<file path="config.mk">
export PLATFORM = sky130hd
export DESIGN_NAME = pn_despread_correlator
export DESIGN_NICKNAME = d
export VERILOG_FILES = /design/src/rtl/pn_corr_pkg.sv /design/src/rtl/pn_seq_gen.sv /design/src/rtl/chip_sign_gate.sv /design/src/rtl/partition_accum.sv /design/src/rtl/partition_scaler.sv /design/src/rtl/pn_despread_correlator.sv
export SDC_FILE = /design/constraint.sdc
export NUM_CORES = 1
export LEC_CHECK = 0
export BUFFER_PORTS_ARGS = -buffer_cell sky130_fd_sc_hd__buf_2
export CORE_MARGIN = 1.5
export CORE_UTILIZATION = 45
export DETAILED_ROUTE_END_ITERATION = 12
export MAX_ROUTING_LAYER = met4
export PLACE_DENSITY = 0.69
export SKIP_CTS_REPAIR_TIMING = 1
export SLEW_MARGIN = 0
export SYNTH_ARGS = -nofsm -noshare
export SYNTH_HDL_FRONTEND = slang
export SYNTH_SLANG_ARGS = --single-unit
</file>
<file path="constraint.sdc">
create_clock -name clk -period 3.35 [get_ports clk]
set_clock_uncertainty 0.15 [all_clocks]
set_input_delay 0.335 -clock clk [delete_from_list [all_inputs] [get_ports clk]]
set_output_delay 0.335 -clock clk [all_outputs]
set_load 0.01 [all_outputs]
</file>
<file path="src/rtl/pn_corr_pkg.sv">
package pn_corr_pkg;

  // Length and feedback taps of the spreading-code register.
  // Bit 0 is stage 1; taps sit on stages 1 and 4.
  localparam int unsigned PN_STAGES = 51;
  localparam int unsigned PN_TAP_A  = 0;
  localparam int unsigned PN_TAP_B  = 3;

  typedef logic [PN_STAGES-1:0] pn_state_t;

  // One step of the code register: shift toward bit 0, feedback enters at the top.
  function automatic pn_state_t pn_advance(input pn_state_t s);
    return {s[PN_TAP_A] ^ s[PN_TAP_B], s[PN_STAGES-1:1]};
  endfunction

endpackage

</file>
<file path="src/rtl/pn_seq_gen.sv">
module pn_seq_gen
  import pn_corr_pkg::*;
#(
  parameter pn_state_t RESET_SEED = '1
) (
  input  logic      clk,
  input  logic      rst_n,
  input  logic      load,
  input  pn_state_t seed,
  input  logic      step,
  output pn_state_t state,
  output logic      pn_bit
);

  always_ff @(posedge clk) begin
    if (!rst_n) begin
      state <= RESET_SEED;
    end else if (load) begin
      state <= seed;
    end else if (step) begin
      state <= pn_advance(state);
    end
  end

  assign pn_bit = state[0];

endmodule

</file>
<file path="src/rtl/chip_sign_gate.sv">
module chip_sign_gate #(
  parameter int unsigned CHIP_W = 11,
  parameter int unsigned ACC_W  = 15
) (
  input  logic [CHIP_W-1:0]       chip,
  input  logic                    pn_bit,
  output logic signed [ACC_W-1:0] chip_tc
);

  localparam int unsigned MAG_W = CHIP_W - 1;

  // Sign-magnitude to two's complement at accumulator width; -0 maps to 0.
  function automatic logic signed [ACC_W-1:0] sm_to_tc(input logic neg,
                                                      input logic [MAG_W-1:0] mag);
    logic signed [ACC_W-1:0] ext;
    ext = signed'({{(ACC_W-MAG_W){1'b0}}, mag});
    return neg ? -ext : ext;
  endfunction

  logic despread_sign;

  // The code bit only touches the sign; the magnitude is never multiplied.
  assign despread_sign = chip[CHIP_W-1] ^ pn_bit;
  assign chip_tc       = sm_to_tc(despread_sign, chip[MAG_W-1:0]);

endmodule

</file>
<file path="src/rtl/partition_accum.sv">
module partition_accum #(
  parameter int unsigned CHIPS = 16,
  parameter int unsigned ACC_W = 15,
  parameter int unsigned CNT_W = 4
) (
  input  logic                    clk,
  input  logic                    rst_n,
  input  logic                    restart,
  input  logic                    accept,
  input  logic signed [ACC_W-1:0] chip_tc,
  output logic signed [ACC_W-1:0] sum_now,
  output logic                    last_accept,
  output logic [CNT_W-1:0]        cnt
);

  localparam logic [CNT_W-1:0] LAST_IDX = CNT_W'(CHIPS - 1);

  logic signed [ACC_W-1:0] acc;
  logic                    first_chip;

  assign first_chip  = (cnt == '0);
  // Clearing is folded into the add: the first chip of a partition ignores acc.
  assign sum_now     = (first_chip ? '0 : acc) + chip_tc;
  assign last_accept = accept && (cnt == LAST_IDX);

  always_ff @(posedge clk) begin
    if (!rst_n) begin
      cnt <= '0;
      acc <= '0;
    end else if (restart) begin
      cnt <= '0;
    end else if (accept) begin
      acc <= sum_now;
      cnt <= last_accept ? '0 : cnt + 1'b1;
    end
  end

endmodule

</file>
<file path="src/rtl/partition_scaler.sv">
module partition_scaler #(
  parameter int unsigned ACC_W  = 15,
  parameter int unsigned PART_W = 8,
  parameter int unsigned SHIFT  = 4
) (
  input  logic                    clk,
  input  logic                    rst_n,
  input  logic                    fire,
  input  logic signed [ACC_W-1:0] sum_in,
  output logic                    part_valid,
  output logic [PART_W-1:0]       part_value,
  output logic                    part_hard
);

  localparam longint HI = (longint'(1) <<< (PART_W - 1)) - 1;
  localparam longint LO = -HI - 1;

  // Arithmetic shift (floor), then clamp into the signed output range.
  function automatic logic [PART_W-1:0] shift_sat(input logic signed [ACC_W-1:0] v);
    logic signed [ACC_W-1:0] sh;
    longint                  w;
    sh = v >>> SHIFT;
    w  = longint'(sh);
    if (w > HI)      w = HI;
    else if (w < LO) w = LO;
    return w[PART_W-1:0];
  endfunction

  logic [PART_W-1:0] scaled;

  assign scaled = shift_sat(sum_in);

  always_ff @(posedge clk) begin
    if (!rst_n) begin
      part_valid <= 1'b0;
      part_value <= '0;
      part_hard  <= 1'b0;
    end else begin
      part_valid <= fire;
      if (fire) begin
        part_value <= scaled;
        part_hard  <= scaled[PART_W-1];
      end
    end
  end

endmodule

</file>
<file path="src/rtl/pn_despread_correlator.sv">
module pn_despread_correlator
  import pn_corr_pkg::*;
#(
  parameter int unsigned CHIP_W         = 11,
  parameter int unsigned PART_W         = 8,
  parameter int unsigned CHIPS_PER_PART = 16,
  parameter int unsigned SCALE_SHIFT    = 4,
  parameter pn_state_t   RESET_SEED     = '1
) (
  input  logic                 clk,
  input  logic                 rst_n,
  input  logic                 seed_load,
  input  logic [PN_STAGES-1:0] seed_value,
  input  logic                 chip_valid,
  input  logic [CHIP_W-1:0]    chip_in,
  output logic                 part_valid,
  output logic [PART_W-1:0]    part_value,
  output logic                 part_hard
);

  localparam int unsigned GROW_W = (CHIPS_PER_PART > 1) ? $clog2(CHIPS_PER_PART) : 0;
  localparam int unsigned ACC_W  = CHIP_W + GROW_W;
  localparam int unsigned CNT_W  = (CHIPS_PER_PART > 1) ? $clog2(CHIPS_PER_PART) : 1;

  // Internal events, named for the checker.
  logic                    chip_accept;
  logic                    pn_bit;
  pn_state_t               pn_state;
  logic signed [ACC_W-1:0] chip_tc;
  logic signed [ACC_W-1:0] acc_sum;
  logic                    last_accept;
  logic [CNT_W-1:0]        part_cnt;

  // A load owns the cycle; a chip arriving with it is dropped.
  assign chip_accept = chip_valid && !seed_load;

  pn_seq_gen #(
    .RESET_SEED (RESET_SEED)
  ) u_pn (
    .clk    (clk),
    .rst_n  (rst_n),
    .load   (seed_load),
    .seed   (seed_value),
    .step   (chip_accept),
    .state  (pn_state),
    .pn_bit (pn_bit)
  );

  chip_sign_gate #(
    .CHIP_W (CHIP_W),
    .ACC_W  (ACC_W)
  ) u_gate (
    .chip    (chip_in),
    .pn_bit  (pn_bit),
    .chip_tc (chip_tc)
  );

  partition_accum #(
    .CHIPS (CHIPS_PER_PART),
    .ACC_W (ACC_W),
    .CNT_W (CNT_W)
  ) u_acc (
    .clk         (clk),
    .rst_n       (rst_n),
    .restart     (seed_load),
    .accept      (chip_accept),
    .chip_tc     (chip_tc),
    .sum_now     (acc_sum),
    .last_accept (last_accept),
    .cnt         (part_cnt)
  );

  partition_scaler #(
    .ACC_W  (ACC_W),
    .PART_W (PART_W),
    .SHIFT  (SCALE_SHIFT)
  ) u_scale (
    .clk        (clk),
    .rst_n      (rst_n),
    .fire       (last_accept),
    .sum_in     (acc_sum),
    .part_valid (part_valid),
    .part_value (part_value),
    .part_hard  (part_hard)
  );

endmodule

</file>
==> flow_summary.toml <==
[yosys]
synth_area_per_cell_um2 = 8.999
yosysTopAreaCellShare_pct = 35.22
synth_flop_cell = "dfxtp_1"
yosysMostFrequentCell = "dfxtp_1"
synth_warnings = 0
synth_top_area_cell = "dfxtp_1"
synth_cell_types = 49
ys_top_cells_by_area = "dfxtp_1, mux2_2, mux2i_1, nand2_1, ha_1"
synth-seq-cells = 79
syn-instance-count = 499
synth_edf_count = 0
ys_seq_area_share_pct = 35.22
syn_area_um2 = 4491
ys_async_sr_fraction_pct = 0
syn_nets = 583
yosys-top-cells-count = "dfxtp_1, nand2_1, mux2_2, mux2i_1, a21oi_1"

[cts]
cts_max_path_buffers = 2
numCtsBuffers = 9
clk_latency_ns = 0.35
clkSinkCount = 79
htree_levels = 3
path_clk_slew_ns = 0.09
cts_tree = "yes"
cts_root_buffer = "clkbuf_8"

[layout]
final_net_count = 694
multi_input_area_um2 = 2909
areaGrowthSynthToFinish_pct = 27.70
drive_above_1_share_pct = 38.54
seqCellArea_um2 = 1585
n_fill_cell = 867
n_antenna_cell = 0
fin_cells = 748

[run_status]
violations = "setup timing"
status = "finished, violations left"

[detailed_routing]
ant_nets = 0
wire_per_inst_um = 14.05
dr.pass1.iters = 6
vias = 3872
drc = 0
wl_um = 10510
initialDrtViolationCount = 203
drt-vias-per-instance = 5.176

[global_routing]
grt_pass1_wl_um = 16790
grt_max_degree = 53
grt_pass1_vias = 3726
overflow = 0
use_met1_pct = 25.63
grt_util_met3_pct = 3.661
grt_antenna_before_repair = 0
busiest_layer = "met2"
grtUsageTotal_pct = 20.67
met2_usage_pct = 34.36

[power_and_ir_drop]
switching_share_pct = 27.57
power_frac_clock_pct = 33.4
p_leak_nw = 2.541
p_comb_share_pct = 23.4
internal_power_mw = 1.708
power.net_switching_mw = 0.6500
power_density_nw_per_um2 = 411.2
max-vdd-ir-drop_mv = 0.4033
seqPwrFrac_pct = 43.2

[worst_setup_path]
ff2ff_path_depth = 17
cp_max_fo = 5
crit_type = "reg2reg"
arrival_ns = 3.55
reg2reg_to = "u_scale.part_value[6]"
end_kind = "flop"
crit_required_ns = 3.49
critPathLaunchType = "flop"
reg2reg_from = "u_acc.cnt[0]"
reg2reg_slack_ns = -0.06

[floorplanning]
dieWidth_um = 102.9
dieArea_um2 = 10590
io_pins = 76
initial_core_util_pct = 46.15
design.core.area_um2 = 9729
row_count = 36
die_y_um = 102.9

[timing]
final_hold_viol_count = 0
setup_viol = 4
holdWs_ns = 0.04405
max_freq_mhz = 293.1
final.min_clock_period_ns = 3.411
min_period_over_period_pct = 101.8
worst_pin_slew_ns = 0.8307
slew_violations = 0
max_slew_margin_pct = 44.62
setup_ws_ns = -0.06147
rsz0062_at_grt = "yes"

[hold_path]
hold_path_depth = 3
holdCritStartpoint = "seed_value[13]"
hold-path-endpoint = "u_pn.state[13]"
hold_path_class = "in2reg"

[place]
port_buffers = 75
gp_congestion = 0.9070
dp_hpwl_um = 7415
dp.cells = 722

[run]
maxCapViolations = 0
==> stage by stage <==
step	setup TNS (ns)	setup WS [ns]	util [%]	cell area, um^2	power [mW]
floorplan	0	0.001239	-	4527	1.370
finish	-0.1512	-0.06147	58.94	5734	2.358
CTS	-0.4319	-0.07506	56.57	5504	2.318
global placement	-1.630	-0.1999	54.28	5281	1.523
detailed placement	-2.050	-0.2519	54.28	5281	1.538
global route	-0.8034	-0.1422	58.94	5734	2.465
==> cells by family (layout without fill, tap and decap cells) <==
kind of cell	after synthesis	count (layout)	synth area share (%)
xor gates and xnor gates	21	21	4.263
muxes	102	102	24.16
adders and majority gates	18	18	5.182
buffers and inverters	44	160	3.761
and+or+nand+nor	155	155	15.80
DFF	79	79	35.22
AOI/OAI and AO/OA	80	80	11.62
==> state kept, by name (all words and copies together), names as in the netlist <==
register	flops
u_acc.acc	15
u_acc.cnt	4
u_pn.state	51
u_scale.part_hard	1
u_scale.part_valid	1
u_scale.part_value	7
==> worst max path at each step <==
| stage | from | end | slack [ns] | cells past startpoint |
|---|---|---|---|---|
| 2_1_floorplan | chip_in[2] | u_scale.part_value[1] | 0.001 | 14 |
| 4_1_cts | u_acc.cnt[0] | u_scale.part_value[2] | -0.08 | 14 |
| 3_5_place_dp | chip_in[2] | u_scale.part_value[2] | -0.25 | 14 |
| 6_report | u_acc.cnt[0] | u_scale.part_value[6] | -0.06 | 17 |
| 5_1_grt | u_acc.cnt[0] | u_scale.part_value[6] | -0.14 | 17 |
| 3_3_place_gp | chip_in[2] | u_scale.part_value[2] | -0.20 | 15 |
==> area by class of cell <==
cell class	count	area share [%]
multi-input combinational	376	50.73
sequential	79	27.65
timing repair buffer	128	13.79
tap	133	2.902
clock buffer	11	2.466
clock inverter	5	1.418
inverter	16	1.047
==> routing by layer <==
layer	share of wire, %	vias up
met5	0	-
met3	4.3	10
met1	46	1801
met4	1.6	0
met2	48	96
li1	-	1965
==> critical path, cell delays in order, from the launching register on <==
cell,delay [ns]
dfxtp_2,0.35
inv_2,0.04
ha_4,0.14
nor3b_4,0.16
buf_6,0.14
nor2b_4,0.10
ha_2,0.19
inv_2,0.04
fa_2,0.41
nor2b_4,0.13
o2111ai_2,0.16
nand3_2,0.12
a21oi_2,0.07
or3_4,0.41
a211oi_4,0.36
buf_6,0.17
o21ai_1,0.05
a21oi_1,0.14
==> cell usage in the layout (no fill, tap or decap), types with 11 or more instances in the layout <==
cell type	count
mux2i_1	51
nand2_1	72
buf_4	50
dfxtp_1	76
nor2b_1	12
nor2_1	32
ha_1	13
buf_2	74
inv_1	11
xor2_1	11
mux2_2	51
a21oi_1	31
==> power by group through the flow <==
stage                     logic, mW  registers (mW)  clock network, mW
after CTS                     0.504            1.02              0.796
after global placement        0.487            1.04                  0
final                         0.552            1.02              0.787
after floorplan               0.339            1.03                  0
after detailed placement      0.499            1.04                  0
after global routing          0.604            1.03              0.835
No activity file was read; power rests on OpenSTA's default activity.
